`src/rtl/wd_pkg.sv`:
```
package wd_pkg;

    localparam logic [7:0] CTRL_KEY = 8'hA5;

    localparam logic [1:0] ADDR_CTRL   = 2'd0;
    localparam logic [1:0] ADDR_CFG    = 2'd1;
    localparam logic [1:0] ADDR_STATUS = 2'd2;

    localparam int CFG_WDD_LSB   = 16;
    localparam int CFG_RSTEN_BIT = 12;
    localparam int CFG_IRQEN_BIT = 13;
    localparam int CFG_DIS_BIT   = 14;
    localparam int CFG_IDLE_BIT  = 28;
    localparam int CFG_DBG_BIT   = 29;

    localparam int LOCK_TICKS = 3;

    typedef struct packed {
        logic dbg_halt;
        logic idle_halt;
        logic dis;
        logic irq_en;
        logic rst_en;
    } wd_ctl_t;

    localparam wd_ctl_t CTL_RESET = '{dbg_halt: 1'b0, idle_halt: 1'b0,
                                      dis: 1'b0, irq_en: 1'b0, rst_en: 1'b1};

    function automatic wd_ctl_t ctl_from_word(input logic [31:0] w);
        wd_ctl_t c;
        c.dbg_halt  = w[CFG_DBG_BIT];
        c.idle_halt = w[CFG_IDLE_BIT];
        c.dis       = w[CFG_DIS_BIT];
        c.irq_en    = w[CFG_IRQEN_BIT];
        c.rst_en    = w[CFG_RSTEN_BIT];
        return c;
    endfunction

    function automatic logic [31:0] ctl_to_word(input wd_ctl_t c);
        logic [31:0] w;
        w = '0;
        w[CFG_DBG_BIT]   = c.dbg_halt;
        w[CFG_IDLE_BIT]  = c.idle_halt;
        w[CFG_DIS_BIT]   = c.dis;
        w[CFG_IRQEN_BIT] = c.irq_en;
        w[CFG_RSTEN_BIT] = c.rst_en;
        return w;
    endfunction

endpackage

```
`src/rtl/wd_prescaler.sv`:
```
module wd_prescaler #(
    parameter int DIV = 128
) (
    input  logic clk,
    input  logic rst,
    input  logic clear,
    input  logic step_en,
    output logic wrap
);
    localparam int PW = (DIV > 2) ? $clog2(DIV) : 1;
    localparam logic [PW-1:0] LAST = PW'(DIV - 1);

    logic [PW-1:0] phase_q;

    always_ff @(posedge clk) begin
        if (rst || clear) begin
            phase_q <= '0;
        end else if (step_en) begin
            phase_q <= (phase_q == LAST) ? '0 : phase_q + 1'b1;
        end
    end

    assign wrap = step_en && !clear && (phase_q == LAST);

endmodule

```
`src/rtl/wd_counter.sv`:
```
module wd_counter #(
    parameter int W = 12
) (
    input  logic         clk,
    input  logic         rst,
    input  logic         load,
    input  logic [W-1:0] load_val,
    input  logic         dec,
    output logic [W-1:0] cnt,
    output logic         uflow
);
    logic [W-1:0] cnt_q;

    always_ff @(posedge clk) begin
        if (rst) begin
            cnt_q <= '1;
        end else if (load) begin
            cnt_q <= load_val;
        end else if (dec) begin
            cnt_q <= (cnt_q == '0) ? load_val : cnt_q - 1'b1;
        end
    end

    assign cnt   = cnt_q;
    assign uflow = dec && !load && (cnt_q == '0);

endmodule

```
`src/rtl/wd_regfile.sv`:
```
module wd_regfile
    import wd_pkg::*;
#(
    parameter int W = 12
) (
    input  logic          clk,
    input  logic          rst,
    input  logic          slow_tick,
    input  logic          reg_wr,
    input  logic          reg_rd,
    input  logic [1:0]    reg_addr,
    input  logic [31:0]   reg_wdata,
    output logic [31:0]   reg_rdata,
    input  logic [W-1:0]  cnt,
    input  logic          uflow,
    output wd_ctl_t       ctl,
    output logic          reload,
    output logic [W-1:0]  reload_val,
    output logic          unf_flag,
    output logic          fault_o,
    output logic          irq_o
);
    logic [W-1:0] wdv_q, wdd_q;
    wd_ctl_t      ctl_q;
    logic         cfg_done_q;
    logic [1:0]   lock_q;
    logic         unf_q, err_q;

    logic ctrl_wr, key_ok, restart_req, window_on, early, good_restart;
    logic cfg_wr_ok, status_rd;

    assign ctrl_wr      = reg_wr && (reg_addr == ADDR_CTRL);
    assign key_ok       = (reg_wdata[31:24] == CTRL_KEY);
    assign restart_req  = ctrl_wr && key_ok && reg_wdata[0];
    assign window_on    = (wdd_q < wdv_q);
    assign early        = restart_req && window_on && (cnt > wdd_q);
    assign good_restart = restart_req && !early;
    assign cfg_wr_ok    = reg_wr && (reg_addr == ADDR_CFG) && !cfg_done_q && (lock_q == 2'd0);
    assign status_rd    = reg_rd && (reg_addr == ADDR_STATUS);

    assign reload     = good_restart || cfg_wr_ok;
    assign reload_val = cfg_wr_ok ? reg_wdata[W-1:0] : wdv_q;

    always_ff @(posedge clk) begin
        if (rst) begin
            wdv_q      <= '1;
            wdd_q      <= '1;
            ctl_q      <= CTL_RESET;
            cfg_done_q <= 1'b0;
        end else if (cfg_wr_ok) begin
            wdv_q      <= reg_wdata[W-1:0];
            wdd_q      <= reg_wdata[CFG_WDD_LSB +: W];
            ctl_q      <= ctl_from_word(reg_wdata);
            cfg_done_q <= 1'b1;
        end
    end

    always_ff @(posedge clk) begin
        if (rst) begin
            lock_q <= '0;
        end else if (good_restart) begin
            lock_q <= 2'(LOCK_TICKS);
        end else if (slow_tick && lock_q != 2'd0) begin
            lock_q <= lock_q - 1'b1;
        end
    end

    always_ff @(posedge clk) begin
        if (rst) begin
            unf_q <= 1'b0;
            err_q <= 1'b0;
        end else begin
            unf_q <= uflow || (unf_q && !status_rd);
            err_q <= early || (err_q && !status_rd);
        end
    end

    always_comb begin
        reg_rdata = '0;
        if (reg_rd) begin
            case (reg_addr)
                ADDR_CFG: begin
                    reg_rdata = ctl_to_word(ctl_q);
                    reg_rdata[W-1:0] = wdv_q;
                    reg_rdata[CFG_WDD_LSB +: W] = wdd_q;
                end
                ADDR_STATUS: reg_rdata[1:0] = {err_q, unf_q};
                default: reg_rdata = '0;
            endcase
        end
    end

    logic unused_wdata;
    assign unused_wdata = ^reg_wdata;

    assign ctl      = ctl_q;
    assign unf_flag = unf_q;
    assign fault_o  = (unf_q && ctl_q.rst_en) || err_q;
    assign irq_o    = ctl_q.irq_en && (unf_q || err_q);

    AST_CFG_FROZEN: assert property (@(posedge clk) disable iff (rst)
        cfg_done_q |=> $stable({wdv_q, wdd_q, ctl_q})) else $error("cfg changed");
    AST_BADKEY_NO_ERR: assert property (@(posedge clk) disable iff (rst)
        (ctrl_wr && !key_ok && !err_q) |=> !err_q) else $error("bad key set err");
    AST_READ_CLEARS: assert property (@(posedge clk) disable iff (rst)
        (status_rd && !uflow && !early) |=> (!fault_o && !irq_o)) else $error("no clear");
    AST_LOCK_BLOCKS: assert property (@(posedge clk) disable iff (rst)
        (reg_wr && reg_addr == ADDR_CFG && lock_q != 2'd0) |=> $stable(cfg_done_q)) else $error("lock");

endmodule

```
`src/rtl/win_watchdog.sv`:
```
module win_watchdog
    import wd_pkg::*;
#(
    parameter int CNT_W     = 12,
    parameter int PRESC_DIV = 128
) (
    input  logic        clk,
    input  logic        rst,
    input  logic        slow_tick,
    input  logic        idle_i,
    input  logic        dbg_i,
    input  logic        reg_wr,
    input  logic        reg_rd,
    input  logic [1:0]  reg_addr,
    input  logic [31:0] reg_wdata,
    output logic [31:0] reg_rdata,
    output logic        fault_o,
    output logic        irq_o
);
    wd_ctl_t          ctl;
    logic             reload, step_en, dec, uflow, unf_flag;
    logic [CNT_W-1:0] reload_val, cnt;

    assign step_en = slow_tick && !ctl.dis
                     && !(idle_i && ctl.idle_halt)
                     && !(dbg_i && ctl.dbg_halt);

    wd_prescaler #(.DIV(PRESC_DIV)) u_presc (
        .clk(clk), .rst(rst), .clear(reload), .step_en(step_en), .wrap(dec)
    );

    wd_counter #(.W(CNT_W)) u_cnt (
        .clk(clk), .rst(rst), .load(reload), .load_val(reload_val),
        .dec(dec), .cnt(cnt), .uflow(uflow)
    );

    wd_regfile #(.W(CNT_W)) u_regs (
        .clk(clk), .rst(rst), .slow_tick(slow_tick),
        .reg_wr(reg_wr), .reg_rd(reg_rd), .reg_addr(reg_addr),
        .reg_wdata(reg_wdata), .reg_rdata(reg_rdata),
        .cnt(cnt), .uflow(uflow), .ctl(ctl),
        .reload(reload), .reload_val(reload_val),
        .unf_flag(unf_flag), .fault_o(fault_o), .irq_o(irq_o)
    );

    AST_HOLD_WHEN_FROZEN: assert property (@(posedge clk) disable iff (rst)
        (!step_en && !reload) |=> $stable(cnt)) else $error("counter moved");
    AST_UNF_FROM_ZERO: assert property (@(posedge clk) disable iff (rst)
        $rose(unf_flag) |-> ($past(cnt) == '0)) else $error("unf not at zero");
    AST_DISABLED_NO_UNF: assert property (@(posedge clk) disable iff (rst)
        (ctl.dis && !unf_flag) |=> !unf_flag) else $error("unf while off");

endmodule

```
`config.mk`:
```
export PLATFORM = sky130hd
export DESIGN_NAME = win_watchdog
export DESIGN_NICKNAME = d
export VERILOG_FILES = /design/src/rtl/wd_pkg.sv /design/src/rtl/wd_prescaler.sv /design/src/rtl/wd_counter.sv /design/src/rtl/wd_regfile.sv /design/src/rtl/win_watchdog.sv
export SDC_FILE = /design/constraint.sdc
export NUM_CORES = 1
export LEC_CHECK = 0
export CAP_MARGIN = 10
export CORE_MARGIN = 4
export CORE_UTILIZATION = 30
export CTS_CLUSTER_SIZE = 8
export DETAILED_ROUTE_END_ITERATION = 7
export GPL_ROUTABILITY_DRIVEN = 0
export RECOVER_POWER = 100
export SLEW_MARGIN = 10
export SYNTH_ARGS = -nofsm -noshare
export SYNTH_HDL_FRONTEND = slang
export SYNTH_SLANG_ARGS = --single-unit
```
`constraint.sdc`:
```
create_clock -name clk -period 3.4 [get_ports clk]
set_clock_uncertainty 0.15 [all_clocks]
set_input_delay 0.34 -clock clk [delete_from_list [all_inputs] [get_ports clk]]
set_output_delay 0.34 -clock clk [all_outputs]
set_load 0.01 [all_outputs]
```
==> Flow_metrics.wiki, run 1 <==
{| class="wikitable"
! Metric !! Value
|-
| Antenna violations before repair || 0
|-
| WS Path Type || register to register
|-
| Row cnt || 38
|-
| Peak VDD IR || roughly 0.00015 V
|-
| Fin Setup TNS || 0 ns
|-
| Clock power frac || roughly 25%
|-
| Die footprint || roughly 13000 um2
|-
| Total clock buffers created by CTS || 5
|-
| Design area || 4230 um2
|-
| Flop pwr share || 49.1%
|-
| Area used by multi-input combinational logic || 2030 um2
|-
| Number of global-route vias before repair || ~3.2k
|-
| CTS tree || done
|-
| Cell type of the slowest stage on the worst timing path || sky130_fd_sc_hd__o31ai_4
|-
| Via count normalized by instance count || 5.10
|-
| Required time at the worst-slack endpoint || approximately 3.5 ns
|-
| Min-delay worst type || register to register
|-
| Crit start category || register
|-
| Summed instance area of the synthesized netlist || 3340 um2
|-
| Initial cell density of the core || a little under a third
|-
| Reg-to-reg startpoint || u_regs.wdv_q[2]$_SDFF_PP1_
|-
| Fraction of the cycle the final worst path needs || between 90% and 100%
|-
| Commonest register cell after synthesis || sky130_fd_sc_hd__dfxtp_1
|-
| Avg Synthesized Cell Area || around 8 um2
|-
| Clock transition at the registers of the reported paths || 0.09 ns
|-
| GRT Overall Usage || between 10% and 20%
|-
| Antenna Nets Post-Route || 0
|-
| Cell-internal power || 956 uW
|-
| Relative contribution of combinational cells to total power || 26.1%
|-
| Core ar. || around 11000 um2
|-
| Crit path buf inv count || 1
|-
| MaxCap Viol Count || 0
|-
| Most numerous cell on the critical path || sky130_fd_sc_hd__o21ai_0
|-
| Synth Warn # || 0
|-
| Overall via count from detail_route || roughly 3.2k
|-
| Setup violators final || 0
|-
| Number of standard cells after synthesis || between 400 and 500
|-
| Count of TritonRoute iterations in the first routing pass || 4
|-
| Half-perimeter wire length after placement || between 7000 and 8000 um
|-
| Status || completed
|-
| Cell count of the worst reg-to-reg path || 10
|-
| DRT iter0 DRCs || roughly 240
|-
| Clock tree root driver cell || sky130_fd_sc_hd__clkbuf_8
|-
| DRT Wirelength || roughly 9500 um
|-
| Count of placed standard cells including taps || about 600
|-
| Maximum net fanout on the critical path || 10
|-
| Count of buffers from port buffering || 70
|-
| Reg-to-reg setup timing slack || approximately 0.29 ns
|-
| Sort of element at the end of the critical path || register
|-
| Family with the most delay on the worst path || compound AO/OA/AOI/OAI gates
|-
| Reg2Reg Capture Point || u_cnt.cnt[9]$_SDFFE_PP1P_
|-
| Async set-reset flop share out of synthesis || 0%
|-
| PD cells || between 300 and 400 nW/um2
|-
| Register cell area after layout || around 1100 um2
|-
| Crit path to || u_cnt.cnt[9]$_SDFFE_PP1P_
|-
| Number of hold-repair buffers added at the cts stage || 0
|-
| Net count reported at finish || around 550
|-
| Arrival time reported for the critical path endpoint || 3.16 ns
|-
| Horizontal extent of the die || roughly 110 um
|-
| Filler-free cell count of the finished design || 622
|-
| Pin count of the biggest net entering global routing || 36
|-
| Residual overflow from global routing || 0
|-
| Slowest cell delay on critical path || 0.45 ns
|-
| Most common library cell in the layout ignoring fill and taps || sky130_fd_sc_hd__dfxtp_1
|-
| Clk sinks || between 50 and 60
|-
| Area overhead of the layout relative to synthesis || 26.9%
|-
| Fraction of final layout cells sized beyond drive strength 1 || under 10%
|-
| Psw || 432 uW
|-
| Setup repair after global routing missed its margin || no
|-
| Leakage || between 0.0015 and 0.002 uW
|-
| Total DRC errors in the routed layout || 0
|-
| Flip-flop and latch count after synthesis || 53
|-
| Post_cts resized || 0
|-
| Setup Buffers After CTS || 0
|-
| Worst setup path startpoint || u_regs.wdv_q[2]$_SDFF_PP1_
|-
| Top-level port count || 75
|-
| Sequential area share after synthesis || 31.8%
|-
| Average routed wire per standard cell || around 15 um
|-
| Clock Latency Late Sink || roughly 0.32 ns
|-
| Number of hold-slack violations in the final timing report || 0
|-
| Fill cells || roughly 1.1k
|-
| Global-route wire length before repair || 15800 um
|-
| Commonest non-fill, non-tap cells in the layout || sky130_fd_sc_hd__dfxtp_1 (53), sky130_fd_sc_hd__nand2_1 (48), sky130_fd_sc_hd__clkdlybuf4s50_1 (39), sky130_fd_sc_hd__nor2_1 (33)
|-
| Worst hold slack after final layout || 0.322 ns
|-
| Relative slew slack || a little over two fifths
|-
| F_max || 322 MHz
|-
| Total placed instance area || 4180 um2
|-
| Number of library cell types mapped by synthesis || 60
|-
| WP depth || 10
|-
| Height of the chip || 113 um
|-
| Switching power as a share of total power || a little under a third
|-
| Number of H-tree branching levels || 2
|-
| Post-synth EDFFs || 0
|-
| Min Clock Period, post-route || between 3 and 4 ns
|-
| Hold path start || u_regs.ctl[2]$_SDFFE_PP0P_
|-
| Measured slew at the worst slew-check pin || roughly 0.86 ns
|-
| Count of antenna diodes in the layout || 0
|-
| Number of buffers on the longest clock path || 2
|-
| Slew Viols, Final || 0
|-
| Sequence of cells on the critical path || inv_1 > ha_1 > a211oi_1 > o21ai_0 > a21oi_1 > nor2_1 > o31ai_4 > and2_1 > o21ai_0 > a221o_1
|-
| Post-layout utilization of the core || approximately two fifths
|}
-- final cells by class --
type | instances | area share, %
repair buffers | 81 | 18.3
multi-input cells | 310 | 47.9
clock inverters | 1 | 0.118
clock buffers | 5 | 1.63
flip-flops and latches | 53 | 25.1
well taps | 140 | 4.14
inverters | 32 | 2.84
-- stage by stage --
| step | setup WS, ns | power, uW |
|---|---|---|
| final | 0.291 | 1390 |
| after global routing | 0.105 | 1480 |
| after CTS | 0.368 | 1420 |
| after detailed placement | 0.403 | 1070 |
| after global placement | 0.498 | 1060 |
| after floorplan | 0.979 | 924 |
-- metal layers --
metal	track usage, %	vias to the layer above	routed length [um]	part of all wire, %
met3	3.40	17	521	5.5
met2	25.7	71	4460	47
met5	0	-	0	0
li1	-	1620	-	-
met4	4.57	0	171	1.8
met1	19.2	1466	4380	46
-- worst min-delay path: stages (launching register included) --
cell	delay, ns
sky130_fd_sc_hd__dfxtp_1	0.32
sky130_fd_sc_hd__nand2_1	0.05
sky130_fd_sc_hd__a21oi_1	0.06
-- cell families after synthesis --
kind of cell | share of synthesized area (%)
multiplexers | 0.900
adder cells (fa/ha/maj) | 11.3
other | 0.112
AND/OR/NAND/NOR | 26.6
AO/OA/AOI/OAI | 20.3
buffers and inverters | 7.39
flip-flops | 31.8
XOR/XNOR | 1.58
-- registers in the layout, indices dropped and copies added, names as in the netlist --
signal / cells
u_regs.err_q: 1
u_regs.lock_q: 2
u_regs.wdd_q: 12
u_regs.unf_flag: 1
u_regs.wdv_q: 12
u_cnt.cnt: 12
u_regs.cfg_done_q: 1
u_presc.phase_q: 7
u_regs.ctl: 5
-- power by group through the flow --
stage               combinational [uW]  clock (uW)  sequential, uW
floorplan                          238           0             686
global placement                   367           0             695
detailed placement                 374           0             696
CTS                                376         360             681
global route                       408         383             687
finish                             362         344             681
-- synth_stat cells (2+ instances only) --
cell type | count | area share (%)
sky130_fd_sc_hd__o211ai_1 | 15 | 3.4
sky130_fd_sc_hd__nand4b_1 | 2 | 0.53
sky130_fd_sc_hd__clkbuf_1 | 16 | 1.8
sky130_fd_sc_hd__a21oi_1 | 27 | 4.1
sky130_fd_sc_hd__nor2b_1 | 2 | 0.38
sky130_fd_sc_hd__buf_2 | 2 | 0.30
sky130_fd_sc_hd__mux2i_1 | 3 | 0.90
sky130_fd_sc_hd__a211oi_2 | 2 | 0.75
sky130_fd_sc_hd__and3_1 | 28 | 5.3
sky130_fd_sc_hd__a21o_1 | 3 | 0.68
sky130_fd_sc_hd__nand3_1 | 8 | 1.2
sky130_fd_sc_hd__nor3b_1 | 2 | 0.45
sky130_fd_sc_hd__buf_4 | 3 | 0.68
sky130_fd_sc_hd__buf_6 | 2 | 0.68
sky130_fd_sc_hd__ha_1 | 30 | 11
sky130_fd_sc_hd__nand2_1 | 47 | 5.3
sky130_fd_sc_hd__a2bb2oi_1 | 4 | 1.1
sky130_fd_sc_hd__and4b_1 | 2 | 0.60
sky130_fd_sc_hd__xor2_1 | 3 | 0.79
sky130_fd_sc_hd__nor3_1 | 14 | 2.1
sky130_fd_sc_hd__dfxtp_1 | 53 | 32
sky130_fd_sc_hd__a211oi_1 | 3 | 0.68
sky130_fd_sc_hd__a22oi_1 | 5 | 1.1
sky130_fd_sc_hd__buf_1 | 3 | 0.34
sky130_fd_sc_hd__nor4_1 | 2 | 0.38
sky130_fd_sc_hd__and2_1 | 4 | 0.75
sky130_fd_sc_hd__nand4_1 | 11 | 2.1
sky130_fd_sc_hd__o21ai_0 | 22 | 3.3
sky130_fd_sc_hd__nand2b_1 | 2 | 0.38
sky130_fd_sc_hd__a32oi_1 | 5 | 1.3
sky130_fd_sc_hd__nor2_1 | 33 | 3.7
sky130_fd_sc_hd__xnor2_1 | 3 | 0.79
sky130_fd_sc_hd__inv_1 | 31 | 3.5
-- worst min path at each step --
stage / slack, ns / to / depth (start not counted)
after global routing: 0.36 / u_regs.ctl[1]$_SDFFE_PP0P_ / 2
after global placement: 0.30 / u_regs.ctl[2]$_SDFFE_PP0P_ / 2
after CTS: 0.32 / u_regs.ctl[2]$_SDFFE_PP0P_ / 2
final: 0.32 / u_regs.ctl[2]$_SDFFE_PP0P_ / 2
after detailed placement: 0.31 / u_regs.ctl[2]$_SDFFE_PP0P_ / 2
after floorplan: 0.29 / u_regs.ctl[2]$_SDFFE_PP0P_ / 2
Power figures use the tool's default switching activity.
==> run 2, diff against run 1 <==
- CORE_ASPECT_RATIO: not set -> 0.8
- TNS_END_PERCENT: not set -> 30
==> Flow_metrics.wiki, run 2 (synthesis gave the netlist of run 1 again) <==
{| class="wikitable"
! Metric !! Value
|-
| MaxCap Viol Count || 0 (unchanged)
|-
| Count of buffers from port buffering || 70 (unchanged)
|-
| Clock transition at the registers of the reported paths || 0.08 ns (was 0.09 ns)
|-
| Register cell area after layout || 1060 um2 (unchanged)
|-
| Area overhead of the layout relative to synthesis || 29.0% (was 26.9%)
|-
| Row cnt || 34 (was 38)
|-
| Routed met3 length || 679 um (was 521 um)
|-
| Maximum net fanout on the critical path || 8 (was 10)
|-
| Number of global-route vias before repair || 3256 (was 3189)
|-
| DRT Wirelength || 10300 um (was 9530 um)
|-
| Worst-case setup slack after placement || 0.443 ns (was 0.403 ns)
|-
| Fill cells || 1106 (was 1146)
|-
| Clock Latency Late Sink || 0.30 ns (was 0.32 ns)
|-
| Setup Buffers After CTS || 0 (unchanged)
|-
| Number of buffers on the longest clock path || 2 (unchanged)
|-
| Number of H-tree branching levels || 2 (unchanged)
|-
| Min Clock Period, post-route || 3.10 ns (was 3.11 ns)
|-
| CTS tree || done (unchanged)
|-
| Die footprint || 12900 um2 (about the same)
|-
| Global-route wire length before repair || 16600 um (was 15800 um)
|-
| Min-delay worst type || register to register (unchanged)
|-
| Filler-free cell count of the finished design || 628 (was 622)
|-
| Total DRC errors in the routed layout || 0 (unchanged)
|-
| Required time at the worst-slack endpoint || 3.44 ns (was 3.45 ns)
|-
| Core ar. || 10800 um2 (about the same)
|-
| Setup slack of the critical path after layout || 0.299 ns (was 0.291 ns)
|-
| Net count reported at finish || 554 (unchanged)
|-
| Status || completed (unchanged)
|-
| Peak VDD IR || 0.000197 V (was 0.000154 V)
|-
| Total clock buffers created by CTS || 5 (unchanged)
|-
| Setup violators final || 0 (unchanged)
|-
| Half-perimeter wire length after placement || 7670 um (was 7410 um)
|-
| Highest metal layer with signal wires || met4 (unchanged)
|-
| Sort of element at the end of the critical path || register (unchanged)
|-
| DRT iter0 DRCs || 147 (was 239)
|-
| Average routed wire per standard cell || 16.4 um (was 15.3 um)
|-
| Relative slew slack || 29.8% (was 42.4%)
|-
| WS Path Type || register to register (unchanged)
|-
| Via count normalized by instance count || 5.21 (was 5.10)
|-
| Routed wire length on met2 || 4260 um (was 4460 um)
|-
| GRT Overall Usage || 15.8% (was 15.1%)
|-
| Clock tree root driver cell || sky130_fd_sc_hd__clkbuf_16 (was sky130_fd_sc_hd__clkbuf_8)
|-
| Setup repair after global routing missed its margin || no (unchanged)
|-
| Commonest non-fill, non-tap cells in the layout || sky130_fd_sc_hd__dfxtp_1 (53), sky130_fd_sc_hd__nand2_1 (47), sky130_fd_sc_hd__clkdlybuf4s50_1 (39), sky130_fd_sc_hd__nor2_1 (33) (was sky130_fd_sc_hd__dfxtp_1 (53), sky130_fd_sc_hd__nand2_1 (48), sky130_fd_sc_hd__clkdlybuf4s50_1 (39), sky130_fd_sc_hd__nor2_1 (33))
|-
| Number of hold-repair buffers added at the cts stage || 0 (unchanged)
|-
| Fraction of final layout cells sized beyond drive strength 1 || 5.99% (was 6.02%)
|-
| Antenna violations before repair || 0 (unchanged)
|-
| F_max || 322 MHz (about the same)
|-
| Fraction of the cycle the final worst path needs || 91.2% (was 91.4%)
|-
| PD cells || 365 nW/um2 (was 328 nW/um2)
|-
| Residual overflow from global routing || 0 (unchanged)
|-
| Count of antenna diodes in the layout || 0 (unchanged)
|-
| Top-level port count || 75 (unchanged)
|-
| Count of TritonRoute iterations in the first routing pass || 5 (was 4)
|-
| Slew Viols, Final || 0 (unchanged)
|-
| Most common library cell in the layout ignoring fill and taps || sky130_fd_sc_hd__dfxtp_1 (unchanged)
|-
| Fin Setup TNS || 0 ns (unchanged)
|-
| Antenna Nets Post-Route || 0 (unchanged)
|-
| Met1 routed wirelength after detailed routing || 5270 um (was 4380 um)
|-
| Area used by multi-input combinational logic || 2030 um2 (about the same)
|-
| Leakage || 0.00196 uW (was 0.00194 uW)
|-
| Arrival time reported for the critical path endpoint || 3.14 ns (was 3.16 ns)
|-
| Post_cts resized || 0 (unchanged)
|-
| Initial cell density of the core || 30.7% (was 30.8%)
|-
| Overall via count from detail_route || 3272 (was 3174)
|-
| Pin count of the biggest net entering global routing || 35 (was 36)
|-
| Crit start category || register (unchanged)
|-
| Height of the chip || 102 um (was 113 um)
|-
| Number of hold-slack violations in the final timing report || 0 (unchanged)
|-
| Clk sinks || 53 (unchanged)
|-
| Measured slew at the worst slew-check pin || 1.05 ns (was 0.864 ns)
|-
| Horizontal extent of the die || 126 um (was 113 um)
|-
| Count of placed standard cells including taps || 620 (was 616)
|}
run 2: cell types whose count changed in the layout (fill, tap and decap cells not counted), moves of 2 or more:
cell	change
sky130_fd_sc_hd__clkbuf_1	+3
sky130_fd_sc_hd__clkbuf_16	+5
sky130_fd_sc_hd__clkbuf_8	-5
sky130_fd_sc_hd__o21ai_0	-2
run 2: stage by stage:
step / hold WS (ns) / power, uW / utilization (%) / cell area, um2
2_1_floorplan: 0.290 / 924 / - / 3340
3_3_place_gp: 0.307 / 1070 / 38.5 / 4180
3_5_place_dp: 0.314 / 1070 / 38.5 / 4180
4_1_cts: 0.323 / 1590 / 39.9 / 4320
5_1_grt: 0.354 / 1650 / 39.7 / 4300
6_report: 0.318 / 1570 / 39.7 / 4300
run 2: cell type report:
type	count	area share, %
Sequential cell	53	24.7
Clock inverter	2	0.320
Clock buffer	6	3.00
Timing Repair Buffer	81	17.9
Inverter	32	2.79
Tap cell	144	4.19
Multi-Input combinational cell	310	47.2
run 2: power breakdown:
group	switching [uW]	internal, uW
Combinational	206	167
Sequential	28.2	654
Clock	240	276
Total	475	1100
run 2: per-layer routing:
metal  vias to the layer above  track usage (%)
met1                      1523             22.2
met3                         6             3.29
li1                       1627                -
met2                       116             25.1
met4                         0             3.46
met5                         -                0
run 2: worst paths after layout:
path | startpoint | end | slack (ns) | depth (start not counted)
setup / recovery | u_regs.wdv_q[2]$_SDFF_PP1_ | u_cnt.cnt[9]$_SDFFE_PP1P_ | 0.30 | 10
hold / removal | u_regs.ctl[2]$_SDFFE_PP0P_ | u_regs.ctl[2]$_SDFFE_PP0P_ | 0.32 | 2
setup reg to reg | u_regs.wdv_q[2]$_SDFF_PP1_ | u_cnt.cnt[9]$_SDFFE_PP1P_ | 0.30 | 10
hold reg to reg | u_regs.ctl[2]$_SDFFE_PP0P_ | u_regs.ctl[2]$_SDFFE_PP0P_ | 0.32 | 2
run 2: worst max-delay path, cell delays in order (launching register included):
cell	delay (ns)
sky130_fd_sc_hd__dfxtp_1	0.35
sky130_fd_sc_hd__inv_1	0.09
sky130_fd_sc_hd__ha_1	0.30
sky130_fd_sc_hd__a211oi_1	0.22
sky130_fd_sc_hd__o21ai_0	0.12
sky130_fd_sc_hd__a21oi_1	0.22
sky130_fd_sc_hd__nor2_1	0.12
sky130_fd_sc_hd__o31ai_4	0.41
sky130_fd_sc_hd__and2_0	0.57
sky130_fd_sc_hd__o21ai_2	0.09
sky130_fd_sc_hd__a221o_1	0.35
==> run 3, diff against run 2 <==
- CELL_PAD_IN_SITES_DETAIL_PLACEMENT: not set -> 0
- CELL_PAD_IN_SITES_GLOBAL_PLACEMENT: not set -> 2
- CORE_UTILIZATION: 30 -> 29
- PLACE_DENSITY_LB_ADDON: not set -> 0.1
==> Flow_metrics.wiki, run 3 (synthesis gave the netlist of run 1 again) <==
{| class="wikitable"
! Metric !! Value
|-
| Count of TritonRoute iterations in the first routing pass || 4 (was 5)
|-
| Most numerous cell on the critical path || sky130_fd_sc_hd__dlygate4sd3_1
|-
| Total clock buffers created by CTS || 5 (unchanged)
|-
| Routed met3 length || 847 um (was 679 um)
|-
| Number of hold-repair buffers added at the cts stage || 0 (unchanged)
|-
| Horizontal extent of the die || 128 um (was 126 um)
|-
| CTS tree || done (unchanged)
|-
| Fill cells || 1197 (was 1106)
|-
| Pin count of the biggest net entering global routing || 35 (unchanged)
|-
| Global-route wire length before repair || 17400 um (was 16600 um)
|-
| Fraction of final layout cells sized beyond drive strength 1 || 6.21% (was 5.99%)
|-
| Count of buffers from port buffering || 70 (unchanged)
|-
| Register cell area after layout || 1060 um2 (unchanged)
|-
| DRT Wirelength || 10800 um (was 10300 um)
|-
| Slew Viols, Final || 0 (unchanged)
|-
| F_max || 316 MHz (was 322 MHz)
|-
| Post-layout utilization of the core || 38.9% (was 39.7%)
|-
| PD cells || 363 nW/um2 (was 365 nW/um2)
|-
| Residual overflow from global routing || 0 (unchanged)
|-
| Half-perimeter wire length after placement || 8480 um (was 7670 um)
|-
| Setup slack of the critical path after layout || 0.236 ns (was 0.299 ns)
|-
| Min-delay worst type || register to register (unchanged)
|-
| Area overhead of the layout relative to synthesis || 29.1% (was 29.0%)
|-
| Sort of element at the end of the critical path || output pin (was register)
|-
| Slowest cell delay on critical path || 0.62 ns (was 0.57 ns)
|-
| Crit start category || input pin (was register)
|-
| Row cnt || 34 (unchanged)
|-
| Core ar. || 11100 um2 (was 10800 um2)
|-
| Number of hold-slack violations in the final timing report || 0 (unchanged)
|-
| Top-level port count || 75 (unchanged)
|-
| Status || completed (unchanged)
|-
| Arrival time reported for the critical path endpoint || 2.67 ns (was 3.14 ns)
|-
| Worst-case setup slack after placement || 0.326 ns (was 0.443 ns)
|-
| Antenna violations before repair || 0 (unchanged)
|-
| Most common library cell in the layout ignoring fill and taps || sky130_fd_sc_hd__dfxtp_1 (unchanged)
|-
| Height of the chip || 104 um (was 102 um)
|-
| Family with the most delay on the worst path || buffers and inverters (was compound AO/OA/AOI/OAI gates)
|-
| Area used by multi-input combinational logic || 2040 um2 (was 2030 um2)
|-
| Fraction of the cycle the final worst path needs || 93.1% (was 91.2%)
|-
| Antenna Nets Post-Route || 0 (unchanged)
|-
| Clock transition at the registers of the reported paths || 0.07 ns (was 0.08 ns)
|-
| Setup violators final || 0 (unchanged)
|-
| Count of antenna diodes in the layout || 0 (unchanged)
|-
| DRT iter0 DRCs || 126 (was 147)
|-
| Peak VDD IR || 0.000185 V (was 0.000197 V)
|-
| Maximum net fanout on the critical path || 19 (was 8)
|-
| Die footprint || 13300 um2 (was 12900 um2)
|-
| Fin Setup TNS || 0 ns (unchanged)
|-
| Min Clock Period, post-route || 3.16 ns (was 3.10 ns)
|-
| Highest metal layer with signal wires || met4 (unchanged)
|-
| Commonest non-fill, non-tap cells in the layout || sky130_fd_sc_hd__dfxtp_1 (53), sky130_fd_sc_hd__nand2_1 (47), sky130_fd_sc_hd__clkdlybuf4s50_1 (41), sky130_fd_sc_hd__nor2_1 (33), sky130_fd_sc_hd__inv_1 (31) (was sky130_fd_sc_hd__dfxtp_1 (53), sky130_fd_sc_hd__nand2_1 (47), sky130_fd_sc_hd__clkdlybuf4s50_1 (39), sky130_fd_sc_hd__nor2_1 (33))
|-
| Measured slew at the worst slew-check pin || 0.798 ns (was 1.05 ns)
|-
| Initial cell density of the core || 30.2% (was 30.7%)
|-
| Via count normalized by instance count || 5.15 (was 5.21)
|-
| MaxCap Viol Count || 0 (unchanged)
|-
| Required time at the worst-slack endpoint || 2.91 ns (was 3.44 ns)
|-
| Relative slew slack || 46.8% (was 29.8%)
|-
| Number of global-route vias before repair || 3117 (was 3256)
|-
| Number of H-tree branching levels || 2 (unchanged)
|-
| Routed wire length on met2 || 4550 um (was 4260 um)
|-
| Number of buffers on the longest clock path || 2 (unchanged)
|-
| Leakage || 0.00196 uW (about the same)
|-
| Cell type of the slowest stage on the worst timing path || sky130_fd_sc_hd__dlygate4sd3_1 (was sky130_fd_sc_hd__and2_0)
|-
| Clk sinks || 53 (unchanged)
|-
| Setup repair after global routing missed its margin || no (unchanged)
|-
| Clock tree root driver cell || sky130_fd_sc_hd__clkbuf_16 (unchanged)
|-
| Total DRC errors in the routed layout || 0 (unchanged)
|-
| Worst hold slack after final layout || 0.316 ns (was 0.318 ns)
|-
| Overall via count from detail_route || 3231 (was 3272)
|-
| Clock Latency Late Sink || 0.30 ns (about the same)
|-
| WS Path Type || input pin to output pin (was register to register)
|-
| Crit path buf inv count || 4 (was 1)
|-
| Average routed wire per standard cell || 17.3 um (was 16.4 um)
|-
| Sequence of cells on the critical path || dlygate4sd3_1 > inv_1 > ha_1 > clkbuf_2 > and3_1 > dlygate4sd3_1 (was inv_1 > ha_1 > a211oi_1 > o21ai_0 > a21oi_1 > nor2_1 > o31ai_4 > and2_0 > o21ai_2 > a221o_1)
|-
| Net count reported at finish || 553 (was 554)
|-
| Met1 routed wirelength after detailed routing || 5380 um (was 5270 um)
|-
| GRT Overall Usage || 16.4% (was 15.8%)
|}
[run 3: cell type report]
type,count,area share (%)
multi-input combinational,310,47.4
sequential,53,24.6
clock buffer,5,2.90
clock inverter,3,0.407
inverter,32,2.79
tap,144,4.18
timing repair buffer,80,17.7
[run 3: what timing repair did]
| action | in CTS | in global routing |
|---|---|---|
| gates resized for setup | 0 | 1 |
| endpoints found under the setup margin | 0 | 1 |
| buffers inserted | 0 | 0 |
[run 3: layer usage]
| layer | track usage (%) | up-vias |
|---|---|---|
| li1 | - | 1623 |
| met1 | 25.0 | 1520 |
| met2 | 24.1 | 83 |
| met3 | 3.49 | 5 |
| met4 | 2.50 | 0 |
| met5 | 0 | - |
[run 3: final timing paths]
check,from,to,slack [ns],depth (start not counted)
max reg2reg,u_cnt.cnt[7]$_SDFFE_PP1P_,u_cnt.cnt[9]$_SDFFE_PP1P_,0.45,9
min reg2reg,u_regs.ctl[2]$_SDFFE_PP0P_,u_regs.ctl[2]$_SDFFE_PP0P_,0.32,2
min,u_regs.ctl[2]$_SDFFE_PP0P_,u_regs.ctl[2]$_SDFFE_PP0P_,0.32,2
max,reg_addr[1],reg_rdata[9],0.24,6
[run 3: tightest hold or removal path, delay by kind of cell (launching register included)]
family,cells,cell delay [ns]
DFF,1,0.32
AOI/OAI and AO/OA,1,0.05
and+or+nand+nor,1,0.05
[run 3: stage by stage]
step | instance area (um2) | instances | total power (uW)
floorplan | 3340 | 421 | 924
global placement | 4170 | 619 | 1070
global route | 4310 | 627 | 1660
CTS | 4320 | 627 | 1600
finish | 4310 | 627 | 1560
detailed placement | 4170 | 619 | 1080
[run 3: where the power goes]
part	switching, uW	internal (uW)
registers	30.8	654
logic	200	166
clock network	244	271
total	474	1090
